[src/rtl/tmr8_pkg.sv]
package tmr8_pkg;
   typedef enum logic {SRC_TICK = 1'b0, SRC_PIN = 1'b1} tmr_src_e;
   typedef enum logic {EDGE_RISE = 1'b0, EDGE_FALL = 1'b1} tmr_edge_e;

   // bit-position helpers for a control byte with an n-bit ratio field at the bottom
   function automatic int pse_pos(input int ratio_w);
      return ratio_w;
   endfunction
   function automatic int edge_pos(input int ratio_w);
      return ratio_w + 1;
   endfunction
   function automatic int src_pos(input int ratio_w);
      return ratio_w + 2;
   endfunction
endpackage

[src/rtl/tmr_sync.sv]
module tmr_sync #(
   parameter int STAGES = 2
) (
   input  logic clk,
   input  logic rst_n,
   input  logic d_i,
   output logic q_o
);
   if (STAGES < 2) begin : g_bad_stages
      $error("tmr_sync: STAGES must be at least 2");
   end

   logic [STAGES-1:0] chain_q;

   for (genvar i = 0; i < STAGES; i++) begin : g_stage
      if (i == 0) begin : g_first
         always_ff @(posedge clk or negedge rst_n) begin
            if (!rst_n) chain_q[0] <= 1'b0;
            else        chain_q[0] <= d_i;
         end
      end else begin : g_next
         always_ff @(posedge clk or negedge rst_n) begin
            if (!rst_n) chain_q[i] <= 1'b0;
            else        chain_q[i] <= chain_q[i-1];
         end
      end
   end

   assign q_o = chain_q[STAGES-1];
endmodule

[src/rtl/tmr_pin_qual.sv]
module tmr_pin_qual
   import tmr8_pkg::*;
(
   input  logic      clk,
   input  logic      rst_n,
   input  logic      tick_i,
   input  logic      pin_s_i,
   input  tmr_edge_e edge_i,
   output logic      evt_o
);
   logic lvl_q;
   logic pend_q;
   logic differs;
   logic take;

   assign differs = (pin_s_i != lvl_q);
   assign take    = tick_i && differs && pend_q;

   always_ff @(posedge clk or negedge rst_n) begin
      if (!rst_n) begin
         lvl_q  <= 1'b0;
         pend_q <= 1'b0;
         evt_o  <= 1'b0;
      end else begin
         evt_o <= 1'b0;
         if (tick_i) begin
            if (take) begin
               lvl_q  <= pin_s_i;
               pend_q <= 1'b0;
               evt_o  <= (edge_i == EDGE_RISE) ? pin_s_i : !pin_s_i;
            end else begin
               pend_q <= differs;
            end
         end
      end
   end
endmodule

[src/rtl/tmr_prescale.sv]
module tmr_prescale #(
   parameter int RATIO_W = 3
) (
   input  logic               clk,
   input  logic               rst_n,
   input  logic               restart_i,
   input  logic               en_i,
   input  logic               evt_i,
   input  logic [RATIO_W-1:0] ratio_i,
   output logic               inc_o
);
   localparam int PS_W = 1 << RATIO_W;

   if (RATIO_W < 1 || RATIO_W > 5) begin : g_bad_ratio
      $error("tmr_prescale: RATIO_W out of range");
   end

   logic [PS_W-1:0] pcnt_q;
   logic [PS_W-1:0] mask;
   logic            hit;

   always_comb begin
      for (int i = 0; i < PS_W; i++) begin
         mask[i] = (i <= int'(ratio_i));
      end
   end

   assign hit   = ((pcnt_q & mask) == mask);
   assign inc_o = en_i ? (evt_i && hit) : evt_i;

   always_ff @(posedge clk or negedge rst_n) begin
      if (!rst_n) begin
         pcnt_q <= '0;
      end else if (restart_i || !en_i) begin
         pcnt_q <= '0;
      end else if (evt_i) begin
         pcnt_q <= hit ? '0 : pcnt_q + 1'b1;
      end
   end
endmodule

[src/rtl/tmr8_timer.sv]
module tmr8_timer
   import tmr8_pkg::*;
#(
   parameter int CNT_W       = 8,
   parameter int CTL_W       = 8,
   parameter int RATIO_W     = 3,
   parameter int SYNC_STAGES = 2
) (
   input  logic             clk,
   input  logic             rst_n,
   input  logic             tick_i,
   input  logic             pin_i,
   input  logic             sleep_i,
   input  logic             ctl_wr_i,
   input  logic [CTL_W-1:0] ctl_wdata_i,
   input  logic             cnt_wr_i,
   input  logic [CNT_W-1:0] cnt_wdata_i,
   input  logic             flag_clr_i,
   output logic [CTL_W-1:0] ctl_o,
   output logic [CNT_W-1:0] cnt_o,
   output logic             wrap_o
);
   localparam int PSE_B  = pse_pos(RATIO_W);
   localparam int EDGE_B = edge_pos(RATIO_W);
   localparam int SRC_B  = src_pos(RATIO_W);
   localparam logic [CNT_W-1:0] CNT_TOP = '1;

   if (SRC_B >= CTL_W) begin : g_bad_ctl
      $error("tmr8_timer: control byte too narrow for the ratio field");
   end
   if (CNT_W < 2) begin : g_bad_cnt
      $error("tmr8_timer: CNT_W must be at least 2");
   end

   tmr_src_e           src_q;
   tmr_edge_e          edge_q;
   logic               pse_q;
   logic [RATIO_W-1:0] ratio_q;

   always_ff @(posedge clk or negedge rst_n) begin
      if (!rst_n) begin
         src_q   <= SRC_TICK;
         edge_q  <= EDGE_RISE;
         pse_q   <= 1'b0;
         ratio_q <= '0;
      end else if (ctl_wr_i) begin
         src_q   <= tmr_src_e'(ctl_wdata_i[SRC_B]);
         edge_q  <= tmr_edge_e'(ctl_wdata_i[EDGE_B]);
         pse_q   <= ctl_wdata_i[PSE_B];
         ratio_q <= ctl_wdata_i[RATIO_W-1:0];
      end
   end

   always_comb begin
      ctl_o                = '0;
      ctl_o[SRC_B]         = src_q;
      ctl_o[EDGE_B]        = edge_q;
      ctl_o[PSE_B]         = pse_q;
      ctl_o[RATIO_W-1:0]   = ratio_q;
   end

   logic pin_s;
   logic pin_evt;
   logic src_evt;
   logic inc;

   tmr_sync #(.STAGES(SYNC_STAGES)) u_sync (
      .clk   (clk),
      .rst_n (rst_n),
      .d_i   (pin_i),
      .q_o   (pin_s)
   );

   tmr_pin_qual u_qual (
      .clk     (clk),
      .rst_n   (rst_n),
      .tick_i  (tick_i),
      .pin_s_i (pin_s),
      .edge_i  (edge_q),
      .evt_o   (pin_evt)
   );

   assign src_evt = !sleep_i && ((src_q == SRC_PIN) ? pin_evt : tick_i);

   tmr_prescale #(.RATIO_W(RATIO_W)) u_ps (
      .clk       (clk),
      .rst_n     (rst_n),
      .restart_i (cnt_wr_i),
      .en_i      (pse_q),
      .evt_i     (src_evt),
      .ratio_i   (ratio_q),
      .inc_o     (inc)
   );

   always_ff @(posedge clk or negedge rst_n) begin
      if (!rst_n) begin
         cnt_o <= '0;
      end else if (cnt_wr_i) begin
         cnt_o <= cnt_wdata_i;
      end else if (inc) begin
         cnt_o <= cnt_o + 1'b1;
      end
   end

   always_ff @(posedge clk or negedge rst_n) begin
      if (!rst_n) begin
         wrap_o <= 1'b0;
      end else if (inc && !cnt_wr_i && cnt_o == CNT_TOP) begin
         wrap_o <= 1'b1;
      end else if (flag_clr_i) begin
         wrap_o <= 1'b0;
      end
   end
endmodule

[config.mk]
export PLATFORM = sky130hd
export DESIGN_NAME = tmr8_timer
export DESIGN_NICKNAME = d
export VERILOG_FILES = /design/src/rtl/tmr8_pkg.sv /design/src/rtl/tmr_sync.sv /design/src/rtl/tmr_pin_qual.sv /design/src/rtl/tmr_prescale.sv /design/src/rtl/tmr8_timer.sv
export SDC_FILE = /design/constraint.sdc
export NUM_CORES = 1
export LEC_CHECK = 0
export CAP_MARGIN = 40
export CORE_MARGIN = 5
export CORE_UTILIZATION = 35
export CTS_CLUSTER_SIZE = 28
export DETAILED_ROUTE_END_ITERATION = 7
export HOLD_SLACK_MARGIN = 0.03
export SLEW_MARGIN = 0
export SYNTH_ARGS = -nofsm -noshare
export SYNTH_HDL_FRONTEND = slang
export SYNTH_SLANG_ARGS = --single-unit
export TNS_END_PERCENT = 50
[constraint.sdc]
create_clock -name clk -period 2.05 [get_ports clk]
set_input_delay 0.41 -clock clk [delete_from_list [all_inputs] [get_ports clk]]
set_output_delay 0.41 -clock clk [all_outputs]
set_load 0.01 [all_outputs]
==> key figures, run 1 <==
Power
  • VDD IR max: 0.266 mV
  • PwrDens: 637 nW/um2
  • Leak: 0.874 nW

Worst setup path
  • CP Data Required Time: 2.21 ns
  • Setup CP Type: flop to flop
  • CP startpoint kind: flop
  • CP arrival: 2.13 ns
  • Worst setup EP type: flop
  • R2R cell count: 6
  • Worst-path maximum fanout: 4

Clock network
  • Num CTS Buffers: 3
  • Root Driver: clkbuf_8
  • Clock transition at path regs: 0.10 ns
  • PostCTS Resize Cnt: 0
  • CTS HTree Levels: 1
  • Clock Path Buffers: 2
  • Total clock sinks: 28
  • Hold_buf cts: 0
  • Clock latency reported for the late side of the worst-skew pair: 0.27 ns
  • CTS tree: built
  • Setup Buffers After CTS: 0

Timing
  • Final setup viols: 0
  • RSZ-0062 raised after global routing: false
  • Min cycle time layout: 1.96 ns
  • Hold Vio Cnt, Final: 0
  • Hold Worst Slack: 0.359 ns
  • Post-route worst setup slack: 0.0859 ns
  • Crit share post-route: 95.8%
  • Fmax: 509 MHz
  • Layout Skew: 0.00422 ns
  • Slew Limit Fails: 0

Place
  • Placed Cells: 245
  • GPL Wtd Cong: 0.791
  • IO buf count: 36
  • Detailed Place HPWL: 2600 um
  • Dpl ws: -0.104 ns
  • Placed Area: 2000 um2

Synthesis
  • Area leader, netlist: dfrtp_1
  • Post-synth top area share: 46.1%
  • Warning count from the yosys run: 0
  • Leading post-synthesis cells by cell area: dfrtp_1, mux2_2, o21ai_0, nand2_1, xnor2_1
  • Post-Syn Area: 1520 um2
  • Register area share after synthesis: 46.1%
  • Yosys reg bits: 28
  • Yosys cell types: 46
  • Synth Area per Inst: 10.1 um2
  • Gate Count Post-Synth: 151

Global routing
  • M2 GR Usage: 19.4%
  • Antenna violations before repair: 0
  • Largest net degree at the start of global routing: 29
  • Busiest grt layer: met2
  • Total gr overflow: 0
  • M3 GR Usage: 2.61%
  • Met1 Resource Use GR: 15.9%
  • Vias in the first global route: 1,353
  • Total GRT Usage: 12.0%
  • First-pass GRT wire length: 5910 um

Outcome
  • Outcome: completed

Routing
  • Starting DRT DRC Count: 74
  • Drt wl/cell: 13.5 um
  • Post-route ant nets: 0
  • Vias per cell: 5.02
  • Total wire length: 3370 um
  • DRT Pass-1 Iters: 4
  • Vias: 1,250
  • DRC Markers: 0

Floorplan
  • Chip height: 75.9 um
  • Core Box Area: 4290 um2
  • # IOs: 41
  • Initial Utilization: 35.4%
  • Row count: 24
  • Overall die area: 5770 um2
  • Die X: 75.9 um

Layout
  • Layout cells sized above 1: 16.8%
  • Area Growth Syn to Fin: 35.5%
  • Nets: 224
  • Fin util: 48.0%
  • Non-filler cells, final: 249
  • Regs by FF count: cnt_o (8), u_ps.pcnt_q (8), ratio_q (3)
  • Final instance area: 2060 um2
  • # diodes: 0
  • Most frequent cells in the layout: clkdlybuf4s50_1, dfrtp_1, nand2_1, buf_4, o21ai_0
  • Commonest non-fill, non-tap cell in the layout: clkdlybuf4s50_1

Min path
  • Hold crit path type: flop to flop
  • Worst hold stages: 0

Run
  • Max cap viols: 0
[cell usage after synthesis, drive strengths merged]
cell and count:
a211o 1, a211oi 1, a21boi 3, a21o 2, a21oi 8, a221o 1, a22o 1, a311o 2
a31oi 1, a41oi 1, and2 2, and3 2, and3b 1, and4 1, and4b 1, buf 5
clkbuf 4, conb 1, dfrtp 28, ha 2, inv 6, mux2 9, mux2i 1, nand2 15
nand2b 5, nand3 3, nand3b 1, nand4 2, nor2 9, nor2b 1, nor3 3, nor4 2
o211a 1, o21ai 12, o22a 1, o31a 1, or2 1, or3b 1, or4 3, or4b 1
xnor2 5
[per-layer routing]
metal / share of wire, % / up-vias
li1: - / 629
met1: 47 / 593
met2: 48 / 26
met3: 3.8 / 2
met4: 0.62 / 0
met5: 0 / -
[worst paths after layout]
kind                                             start                         end  slack, ns
max                         u_ps.pcnt_q[4]$_DFFE_PN0P_        cnt_o[1]$_DFFE_PN0P_       0.09
min                        u_sync.chain_q[0]$_DFF_PN0_        u_sync.q_o$_DFF_PN0_       0.36
max reg2reg                 u_ps.pcnt_q[4]$_DFFE_PN0P_        cnt_o[1]$_DFFE_PN0P_       0.09
min reg2reg                u_sync.chain_q[0]$_DFF_PN0_        u_sync.q_o$_DFF_PN0_       0.36
max in group asynchronous                        rst_n  u_ps.pcnt_q[0]$_DFFE_PN0P_       1.27
min in group asynchronous                        rst_n  u_ps.pcnt_q[7]$_DFFE_PN0P_       0.51
[cell families (layout without fill, tap and decap cells)]
group,count (synthesis),after routing,share of synthesized area (%)
flip-flops,28,28,46.1
buffers and inverters,15,60,4.93
adder cells (fa/ha/maj),2,2,1.64
other,1,2,0.246
AO/OA/AOI/OAI,36,36,16.0
AND/OR/NAND/NOR,54,54,21.0
multiplexers,10,10,7.32
XOR/XNOR,5,5,2.88
[worst max-delay path: stages (launching register included)]
cell,delay [ns]
dfrtp_1,0.41
nand2_2,0.10
a211o_1,0.30
o211a_4,0.29
nor4_4,0.17
mux2_1,0.34
mux2_2,0.26
[area by class of cell]
cell class / count / area, um2
tap: 52 / 65.1
fill: 402 / 2230
sequential: 28 / 701
clock buffer: 4 / 55.1
timing repair buffer: 50 / 465
multi-input combinational: 109 / 753
inverter: 6 / 22.5
[through the flow]
stage	setup TNS, ns	total power, mW
2_1_floorplan	0	0.825
4_1_cts	0	1.33
6_report	0	1.31
3_3_place_gp	-0.335	0.972
5_1_grt	0	1.39
3_5_place_dp	-0.477	0.984
[power breakdown]
group          total (mW)  switching [mW]  internal [mW]
Clock               0.340           0.169          0.172
Combinational       0.311           0.126          0.185
Sequential          0.662          0.0576          0.604
Total                1.31           0.352          0.961
Power figures use the tool's default switching activity.
==> run 2: changes to the inputs <==
--- a/config.mk
+++ b/config.mk
@@ -7,10 +7,11 @@
 export LEC_CHECK = 0
 export CAP_MARGIN = 40
 export CORE_MARGIN = 5
-export CORE_UTILIZATION = 35
+export CORE_UTILIZATION = 43
 export CTS_CLUSTER_SIZE = 28
 export DETAILED_ROUTE_END_ITERATION = 7
 export HOLD_SLACK_MARGIN = 0.03
+export PLACE_DENSITY = 0.75
 export SLEW_MARGIN = 0
 export SYNTH_ARGS = -nofsm -noshare
 export SYNTH_HDL_FRONTEND = slang
==> run 2 against run 1 <==
Against the previous run:
- register-to-register slack got worse by 0.04 ns
- sequential power about the same
- via count increased by 1.5%
- critical endpoint unchanged
- largest power group unchanged
- highest routed layer unchanged
==> key figures, run 2 (synthesis gave the netlist of run 1 again) <==
Outcome
  • Outcome: completed

Worst setup path
  • Largest delay share family, worst path: multiplexers
  • Worst-path cell with the longest stage delay: dfrtp_1
  • CP arrival: 2.23 ns (+0.10 ns)
  • Cells along the critical path: nand2_2, a211o_1, o211a_4, nor4_4, mux2_1, mux2_2
  • Reg2reg start: u_ps.pcnt_q[4]$_DFFE_PN0P_
  • R2R Path End: cnt_o[1]$_DFFE_PN0P_
  • Setup CP Type: flop to flop
  • CP bufs+invs: 0 (unchanged)
  • CP Data Required Time: 2.27 ns (+0.06 ns)
  • Crit path launch: u_ps.pcnt_q[4]$_DFFE_PN0P_
  • Max incr delay on CP: 0.43 ns (+0.02 ns)
  • Worst R2R Setup Slack: 0.04 ns (-0.04 ns)
  • Critical path depth: 6 (unchanged)
  • Worst-path maximum fanout: 4 (unchanged)
  • R2R cell count: 6 (unchanged)
  • CP startpoint kind: flop
  • Worst setup EP type: flop
  • Critical Path End: cnt_o[1]$_DFFE_PN0P_

Layout
  • Regs by FF count: cnt_o (8), u_ps.pcnt_q (8), ratio_q (3)
  • Area Growth Syn to Fin: 34.1%
  • Nets: 225 (+0.45%)
  • Non-filler cells, final: 244 (-2.0%)
  • Fillers: 283 (-30%)
  • Commonest non-fill, non-tap cell in the layout: clkdlybuf4s50_1
  • Final instance area: 2040 um2 (-1.0%)
  • Most frequent cells in the layout: clkdlybuf4s50_1, dfrtp_1, buf_4
  • Layout cells sized above 1: 17.2% (+0.42 points)
  • # diodes: 0 (unchanged)

Routing
  • Vias per cell: 5.20 (+3.6%)
  • Starting DRT DRC Count: 27 (-64%)
  • Post-route ant nets: 0 (unchanged)
  • DRT Pass-1 Iters: 4 (unchanged)
  • DRC Markers: 0 (unchanged)
  • Total wire length: 3260 um (-3.2%)
  • Vias: 1,269 (+1.5%)
  • Drt wl/cell: 13.4 um (-1.2%)

Global routing
  • Total GRT Usage: 15.0% (+3.0 points)
  • Largest net degree at the start of global routing: 29 (unchanged)
  • Vias in the first global route: 1,402 (+3.6%)
  • Antenna violations before repair: 0 (unchanged)
  • First-pass GRT wire length: 6070 um (+2.6%)
  • Total gr overflow: 0 (unchanged)

Power
  • VDD IR max: 0.400 mV (+50%)
  • Leak: 0.870 nW (-0.41%)
  • PwrDens: 606 nW/um2 (-4.8%)

Clock network
  • Clock latency reported for the late side of the worst-skew pair: 0.33 ns (+0.06 ns)
  • Num CTS Buffers: 3 (unchanged)
  • Clock Path Buffers: 2 (unchanged)
  • Root Driver: clkbuf_4
  • Setup Buffers After CTS: 0 (unchanged)
  • CTS tree: built
  • Clock transition at path regs: 0.15 ns (+0.05 ns)
  • Total clock sinks: 28 (unchanged)
  • CTS HTree Levels: 1 (unchanged)

Timing
  • Post-route worst setup slack: 0.0435 ns (-0.0424 ns)
  • Crit share post-route: 97.9% (+2.1 points)
  • Setup TNS: 0 ns (unchanged)
  • Min cycle time layout: 2.01 ns (+0.0424 ns)
  • Hold Vio Cnt, Final: 0 (unchanged)
  • Final setup viols: 0 (unchanged)
  • Fmax: 498 MHz (-2.1%)
  • RSZ-0062 raised after global routing: true
  • Slew Limit Fails: 0 (unchanged)
  • Layout Skew: 0.00963 ns (+0.00541 ns)

Floorplan
  • Core Box Area: 3390 um2 (-21%)
  • Die X: 69.5 um (-8.5%)
  • # IOs: 41 (unchanged)
  • Overall die area: 4830 um2 (-16%)
  • Chip height: 69.5 um (-8.5%)
  • Row count: 21 (-13%)
  • Initial Utilization: 44.9% (+9.5 points)

Run
  • Max cap viols: 0 (unchanged)

Place
  • GPL Wtd Cong: 0.837 (+5.9%)
  • Detailed Place HPWL: 2600 um (about the same)
  • Placed Area: 2000 um2 (unchanged)
  • Placed Cells: 240 (-2.0%)
  • Dpl ws: -0.112 ns (-0.00840 ns)
  • IO buf count: 36 (unchanged)

Min path
  • Hold crit path type: flop to flop
  • Hold path startpoint: u_sync.chain_q[0]$_DFF_PN0_
run 2: cell types whose count changed in the layout (fill, tap and decap cells not counted):
cell      previous run  this run
a21oi_2              1         0
buf_4               14        15
dfrtp_1             28        27
clkbuf_8             4         1
clkbuf_4             0         3
dfrtp_2              0         1
a21oi_1              7         8
run 2: metrics by stage:
step,util [%],total power [mW],hold slack (ns)
6_report,60.2,1.24,0.381
2_1_floorplan,-,0.825,0.114
3_5_place_dp,59.1,0.983,0.356
3_3_place_gp,59.1,0.970,0.338
4_1_cts,60.2,1.25,0.389
5_1_grt,60.2,1.31,0.406
run 2: repair_timing:
action	4_1_cts	5_1_grt
endpoints found under the setup margin	0	4
resized for setup	0	2
hold buffers	0	0
run 2: power breakdown:
group	total [mW]	internal (mW)	switching [mW]
combinational	0.310	0.186	0.124
sequential	0.661	0.605	0.0562
clock	0.266	0.109	0.157
total	1.24	0.899	0.338
run 2: cell type report:
cell class | instances | area (um2) | area share (%)
Timing Repair Buffer | 51 | 473 | 23.2
Tap cell | 46 | 57.6 | 2.82
Clock buffer | 4 | 36.3 | 1.78
Sequential cell | 28 | 702 | 34.4
Inverter | 6 | 22.5 | 1.10
Multi-Input combinational cell | 109 | 749 | 36.7
run 2: per-layer routing:
metal / GRT usage (%) / part of all wire, % / routed length, um
met5: 0 / 0 / 0
met4: 5.64 / 0.64 / 21
met3: 2.61 / 3.0 / 97
met2: 27.2 / 54 / 1750
met1: 17.5 / 43 / 1390
run 2: worst min path at each step:
stage,to,slack (ns),cells past startpoint
3_3_place_gp,u_sync.q_o$_DFF_PN0_,0.34,0
3_5_place_dp,u_sync.q_o$_DFF_PN0_,0.36,0
5_1_grt,u_sync.q_o$_DFF_PN0_,0.41,0
6_report,u_sync.q_o$_DFF_PN0_,0.38,0
2_1_floorplan,cnt_o[0]$_DFFE_PN0P_,0.11,0
4_1_cts,u_sync.q_o$_DFF_PN0_,0.39,0
==> run 3: changes to the inputs <==
--- a/config.mk
+++ b/config.mk
@@ -10,6 +10,7 @@
 export CORE_UTILIZATION = 43
 export CTS_CLUSTER_SIZE = 28
 export DETAILED_ROUTE_END_ITERATION = 7
+export GPL_ROUTABILITY_DRIVEN = 1
 export HOLD_SLACK_MARGIN = 0.03
 export PLACE_DENSITY = 0.75
 export SLEW_MARGIN = 0
==> results of run 3 <==
Final layout, timing and power as in run 2 (identical DEF).
